## src/rtl/countdown_timer.sv

```systemverilog
module countdown_timer #(
  parameter int DATA_W = 32,
  parameter int ADDR_W = 4
) (
  input  logic              clk,
  input  logic              rst_n,
  input  logic              req_wr,
  input  logic              req_rd,
  input  logic [ADDR_W-1:0] req_addr,
  input  logic [DATA_W-1:0] req_data,
  output logic [DATA_W-1:0] rsp_data,
  output logic              rsp_valid,
  output logic              irq
);
  localparam logic [1:0] W_STAT = 2'd0;
  localparam logic [1:0] W_CTRL = 2'd1;
  localparam logic [1:0] W_PER  = 2'd2;
  localparam logic [1:0] W_SNAP = 2'd3;
  localparam logic [DATA_W-1:0] ONE = DATA_W'(1);

  logic [DATA_W-1:0] ctrl_q, per_q, cnt_q;
  logic run_q, to_q;

  wire [1:0] widx    = req_addr[3:2];
  wire wr_stat       = req_wr && widx == W_STAT;
  wire wr_ctrl       = req_wr && widx == W_CTRL;
  wire wr_per        = req_wr && widx == W_PER;
  wire do_stop       = wr_ctrl && req_data[3];
  wire do_start      = wr_ctrl && req_data[2] && !req_data[3];
  wire cont          = ctrl_q[1];
  wire expire        = run_q && !do_stop && !wr_per && cnt_q <= ONE;

  assign irq = to_q & ctrl_q[0];

  always_ff @(posedge clk or negedge rst_n) begin
    if (!rst_n) begin
      ctrl_q <= '0;
      per_q  <= '0;
      cnt_q  <= '0;
      run_q  <= 1'b0;
      to_q   <= 1'b0;
    end else begin
      if (wr_ctrl) ctrl_q <= req_data;
      if (wr_per)  per_q  <= req_data;

      if (wr_per)                   cnt_q <= req_data;
      else if (expire)              cnt_q <= cont ? per_q : '0;
      else if (run_q && !do_stop)   cnt_q <= cnt_q - ONE;

      if (do_stop)       run_q <= 1'b0;
      else if (do_start) run_q <= 1'b1;
      else if (expire)   run_q <= cont;

      if (expire)       to_q <= 1'b1;
      else if (wr_stat) to_q <= 1'b0;
    end
  end

  always_ff @(posedge clk or negedge rst_n) begin
    if (!rst_n) begin
      rsp_data  <= '0;
      rsp_valid <= 1'b0;
    end else begin
      rsp_valid <= req_rd;
      if (req_rd) begin
        case (widx)
          W_STAT:  rsp_data <= {{(DATA_W-2){1'b0}}, run_q, to_q};
          W_CTRL:  rsp_data <= ctrl_q;
          W_PER:   rsp_data <= per_q;
          default: rsp_data <= cnt_q;
        endcase
      end
    end
  end

  p_period_load_r2: assert property (@(posedge clk) disable iff (!rst_n)
    wr_per |=> cnt_q == $past(req_data));

  p_decrement_r3: assert property (@(posedge clk) disable iff (!rst_n)
    (run_q && cnt_q > ONE && !req_wr) |=> (run_q && cnt_q == $past(cnt_q) - ONE));

  p_oneshot_r4: assert property (@(posedge clk) disable iff (!rst_n)
    (run_q && cnt_q <= ONE && !ctrl_q[1] && !req_wr) |=> (!run_q && to_q && cnt_q == '0));

  p_reload_r5: assert property (@(posedge clk) disable iff (!rst_n)
    (run_q && cnt_q <= ONE && ctrl_q[1] && !req_wr) |=> (run_q && to_q && cnt_q == per_q));

  p_stop_r6: assert property (@(posedge clk) disable iff (!rst_n)
    (req_wr && widx == W_CTRL && req_data[3]) |=> !run_q);

  p_hold_r6: assert property (@(posedge clk) disable iff (!rst_n)
    (!run_q && !(req_wr && widx == W_PER)) |=> $stable(cnt_q));

  p_clear_r7: assert property (@(posedge clk) disable iff (!rst_n)
    (req_wr && widx == W_STAT && !(run_q && cnt_q <= ONE)) |=> !to_q);

  p_read_resp_r10: assert property (@(posedge clk) disable iff (!rst_n)
    req_rd |=> rsp_valid);
endmodule

```

## config.mk

```make
export PLATFORM = sky130hd
export DESIGN_NAME = countdown_timer
export DESIGN_NICKNAME = d
export VERILOG_FILES = /design/src/rtl/countdown_timer.sv
export SDC_FILE = /design/constraint.sdc
export NUM_CORES = 1
export LEC_CHECK = 0
export ABC_AREA = 1
export BUFFER_PORTS_ARGS = -buffer_cell sky130_fd_sc_hd__buf_4
export CAP_MARGIN = 40
export CORE_UTILIZATION = 25
export DETAILED_ROUTE_END_ITERATION = 10
export PLACE_DENSITY = 0.36
export RECOVER_POWER = 25
export SLEW_MARGIN = 25
export SYNTH_ARGS = -nofsm -noshare
export SYNTH_HDL_FRONTEND = slang
export SYNTH_SLANG_ARGS = --single-unit
```

## constraint.sdc

```tcl
create_clock -name clk -period 2.35 [get_ports clk]
set_input_delay 0.47 -clock clk [delete_from_list [all_inputs] [get_ports clk]]
set_output_delay 0.47 -clock clk [all_outputs]
set_load 0.005 [all_outputs]
```

=== Yosys cells after proc, flatten, opt, wreduce, memory -nomap -nowiden ===
Index checks and enable logic that the tools add are counted.
Widths: inputs -> output; s select.

* Add/sub/neg operators: 1
* Multiply operators: 0
* Div/mod/pow operators: 0
* Order comparisons: 1
* Equal/unequal tests: 2
* Shift-type cells: 0
* Mux-type cells: 10
* Bitwise gates (word level): 1
* Reduce and logical (&&, ||, !) cells: 16

{| class="wikitable"
|+ Operators with widths
! operator !! number
|-
| $mux 32 || 4
|-
| $pmux 32 s3 || 1
|-
| $le 32x1->1 const B || 1
|-
| $sub 32x1->32 const B || 1
|-
| $logic_and 1x1->1 || 9
|-
| $reduce_bool 3->1 || 2
|-
| $mux 1 || 5
|-
| $logic_not 1->1 || 3
|-
| $eq 2x1->1 const B || 1
|-
| $eq 2x2->1 const B || 1
|-
| $logic_not 2->1 || 1
|-
| $reduce_bool 2->1 || 1
|-
| $and 1x1->1 || 1
|}

* Bits in registers: 131
* Latch bits: 0
* Memory bits (writable): 0
* Bits in read-only memories: 0
* Input port bits: 40
* Output and inout bits: 34
* Logic and storage cells: 38
* Memories: 0

=== Longest topological paths before layout ===
* Depth in word-level cells: 10
* Gate-level depth with buffers: 13
* Mapped depth without buffers: 13

=== Least setup slack after synthesis ===
OpenSTA, ideal clock, no wires.

* Kind: register to register
* Start point: register cnt_q[0]
* End point: register cnt_q[22]
* Setup time: 0.122 ns
* Arrival: 1.568 ns
* Required time: 2.228 ns
* Path slack: 0.660 ns
* Cell stages (with the launch flop): 13
* Buffers on the path: 1
* Clock period less this slack: 1.690 ns
* Path through: dfrtp_1 -> inv_1 -> ha_1 -> nand2_4 -> nor2_8 -> nand2_4 -> nand2_4 -> nand2_8 -> nand2_4 -> buf_6 -> nand2_1 -> nand2_1 -> a21oi_2

* Word-level cells in the longest chain between the ends: 4
* Elaborated cells on any way between the ends: 7
* Those cells by class: 1 x add/sub; 1 x order compare; 3 x mux; 2 x reduce/logical

{| class="wikitable"
|+ Ends and longest elaborated chain
! item !! RTL line !! RTL
|-
| start, declared || 21 || <nowiki>logic [DATA_W-1:0] ctrl_q, per_q, cnt_q;</nowiki>
|-
| start signal, assigned || 46 || <nowiki>if (wr_per) cnt_q <= req_data;</nowiki>
|-
| start signal, assigned || 47 || <nowiki>else if (expire) cnt_q <= cont ? per_q : '0;</nowiki>
|-
| start signal, assigned || 48 || <nowiki>else if (run_q && !do_stop) cnt_q <= cnt_q - ONE;</nowiki>
|-
| $sub 32x1->32 / $le 32x1->1 (equally long branches) || 48, 31 ||
|-
| $mux 32 / $logic_and 1x1->1 (equally long branches) || 48, 31 ||
|-
| $mux 32 || 47 ||
|-
| $mux 32 || 46 ||
|}

Several ways; a longest one is shown, not always the timed one. The select of a mux whose other input is x is not followed.
A chain may end at the register's enable or synchronous reset.

=== Worst setup path in the final report ===
* Start point: register cnt_q[1]
* End point: register cnt_q[22]

Same word-level chain as after synthesis.

==> results.md <==
- Root buffer cell: clkbuf_16
- Die Span Y: 171.4 um
- Sequential share of the synthesized area: 45.70%
- Pwr Density: 955.4 nW/um^2
- Diodes inserted: 0
- DR pass1 iterations: 5
- Setup TNS: 0 ps
- Layout Nets: 1,067
- Critical-path maximum fanout: 14
- DRT Wirelength: 23,790 um
- Number of remaining DRC errors: 0
- # Post-CTS Setup Buffers: 0
- Post-DP HPWL: 16,830 um
- Starting Density: 25.61%
- Worst path required time: 2660 ps
- Max-cap violation count: 0
- Design area: 8979 sq um
- Run status: finished clean
- First-pass GRT wire length: 37,980 um
- Initial antenna violation count: 0
- Clock skew: 15.48 ps
- CP bufs+invs: 2
- Routed vias: 6,426
- TritonCTS clock tree: done
- Post-synthesis cell type count: 36
- Area of the multi-input gates: 3398 sq um
- Vias in the first global route: 6,420
- Crit share post-route: 85.55%
- ANT nets after route: 0
- Critical Path Most Common Cell: nand2_4
- Crit path largest cell delay: 410 ps
- Max clock buf depth: 2
- Synth top area share: 45.70%
- Routed wire per std cell: 16.83 um
- Worst path slowest cell: dfrtp_1
- Synth area leaders: dfrtp_1 (46%), nand2_1 (14%), o21ai_0 (5.4%), nor2_1 (5.3%), nand3_1 (4.1%)
- Leading area contributor after synthesis: dfrtp_1
- Net Count, Synth: 978
- # IOs: 74
- Placer's final routability congestion estimate: 0.8341
- Layout fillers: 3,040
- Syn. warnings: 0
- Gate Count Post-Synth: 936
- Worst VDD drop: 0.4203 mV
- IO Port Bufs: 71
- Static leakage: 4.165 nW
- Area grow syn2layout: 25.17%
- Synthesized area: 7173 sq um
- GRT Total Usage: 17.32%
- Critical Path Source Type: flip-flop
- Max Clk Rate: 497.4 MHz
- Max-Slew Margin vs Limit: 26.93%
- Hold WC Path Type: input pin to flip-flop
- Placement Cell Area: 8377 sq um
- Clock buffer count from CTS: 17
- RSZ-0062 raised after global routing: false
- Proportion of layout cells with a drive suffix above 1: 19.88%
- DIE WIDTH: 171.4 um
- Critical path, cell by cell: inv_1, ha_1, nand2_4, nor2_8, nand2_4, nand2_4, nand2_8, nand2_4, buf_12, nand2_1, nand2_1, a21oi_2
- Largest net degree at the start of global routing: 44
- CTS H-tree depth: 4
- Delay-heaviest family, CP: simple AND/OR/NAND/NOR gates
- CP endpoint kind: flip-flop
- Minimum clock period: 2010 ps
- Synth Register Bits: 131
- Iteration-0 DRC Markers: 451
- Reg area: 3278 sq um
- Via density: 4.545
- Arrival @ worst endpoint: 2320 ps
- CTS clk-pin slew, worst paths: 70 ps
- Pins over their slew limit: 0
- Hold Fails Final Rpt: 0
- CTS sink cnt: 131
- Total congestion overflow: 0
- Critical setup path kind: flip-flop to flip-flop
- Die ar.: 29,370 sq um
- Worst-Margin Slew: 1096 ps
- Setup violators final: 0
- Rows: 61
- Core Region: 28,010 sq um
- Clk_lat worst skew: 440 ps
- Syn Area/Cell: 7.664 sq um
## final cells by class
class,instances,area share (%)
Clock buffer,17,4.738
Clock inverter,13,2.090
Inverter,74,3.094
Multi-Input combinational cell,685,37.85
Sequential cell,131,36.51
Tap cell,378,5.268
Timing Repair Buffer,116,10.45
## state kept, by name, indices dropped and copies added (netlist names)
name,count
cnt_q,32
ctrl_q,32
per_q,32
rsp_data,32
rsp_valid,1
run_q,1
to_q,1
## final timing paths
check / start / end / slack (ps) / cells past startpoint
max reg2reg: cnt_q[1] / cnt_q[22] / 340 / 12
max in group asynchronous: rst_n / cnt_q[31] / 500 / 3
min: req_data[3] / run_q / 220 / 2
min in group asynchronous: rst_n / rsp_data[30] / 780 / 2
max: cnt_q[1] / cnt_q[22] / 340 / 12
min reg2reg: ctrl_q[5] / ctrl_q[5] / 470 / 2
## synth_stat cells (all sizes together)
library cell	instances
a21oi	54
nand3b	3
dfrtp	131
xnor2	2
nand2	287
nor3	4
o2111ai	1
o22ai	7
o21ai	80
nor2	119
ha	2
nand3	71
a221oi	27
nand4	16
xor2	6
or2	3
o21bai	2
buf	16
clkbuf	30
inv	74
o31ai	1
## power by group
part	leakage (nW)	total, mW	internal, mW	switching, mW
Clock	0.291	2.82	1.76	1.06
Sequential	1.59	3.32	2.79	0.525
Combinational	2.29	2.44	1.03	1.40
## cells by family after synthesis
group | after synthesis | share of synthesized area [%]
flip-flops | 131 | 45.70
buffers and inverters | 120 | 6.925
AND/OR/NAND/NOR | 503 | 31.62
AO/OA/AOI/OAI | 172 | 14.43
XOR/XNOR | 8 | 0.9768
adder cells (fa/ha/maj) | 2 | 0.3488
## placed cells by master, fill, tap and decap left out, drive strengths merged
cell type,netlist,final
nand2,287,287
dfrtp,131,131
nor2,119,119
buf,16,112
o21ai,80,80
inv,74,74
nand3,71,71
a21oi,54,54
a221oi,27,27
clkbuf,30,20
nand4,16,16
o22ai,7,7
xor2,6,6
clkinv,0,6
nor3,4,4
bufinv,0,4
nand3b,3,3
or2,3,3
clkinvlp,0,3
o21bai,2,2
xnor2,2,2
ha,2,2
o31ai,1,1
o2111ai,1,1
dlygate4sd3,0,1
## repair_timing
item | in CTS | in global routing
gates resized for setup | 0 | 0
hold buffers | 1 | 0
hold endpoints to repair | 33 | 0
## per-stage QoR
| stage | hold WS [ps] | util, % | power (mW) | instances | setup WS [ps] |
|---|---|---|---|---|---|
| finish | 224.4 | 32.05 | 8.578 | 1414 | 339.5 |
| global route | 214.1 | 32.05 | 9.209 | 1414 | 163.0 |
| CTS | 197.1 | 32.13 | 8.733 | 1414 | 318.1 |
| detailed placement | 418.9 | 29.91 | 5.840 | 1383 | 350.5 |
| global placement | 417.4 | 29.91 | 5.832 | 1383 | 327.2 |
| floorplan | 174.4 | - | 4.737 | 936 | 660.1 |
## routing by layer
metal	vias to the layer above	GRT usage (%)	share of wire, %
li1	3262	-	-
met1	3066	23.89	50
met2	86	27.61	46
met3	12	3.198	2.7
met4	0	4.658	1.1
met5	-	0	0
(Power assumes the default switching activity.)
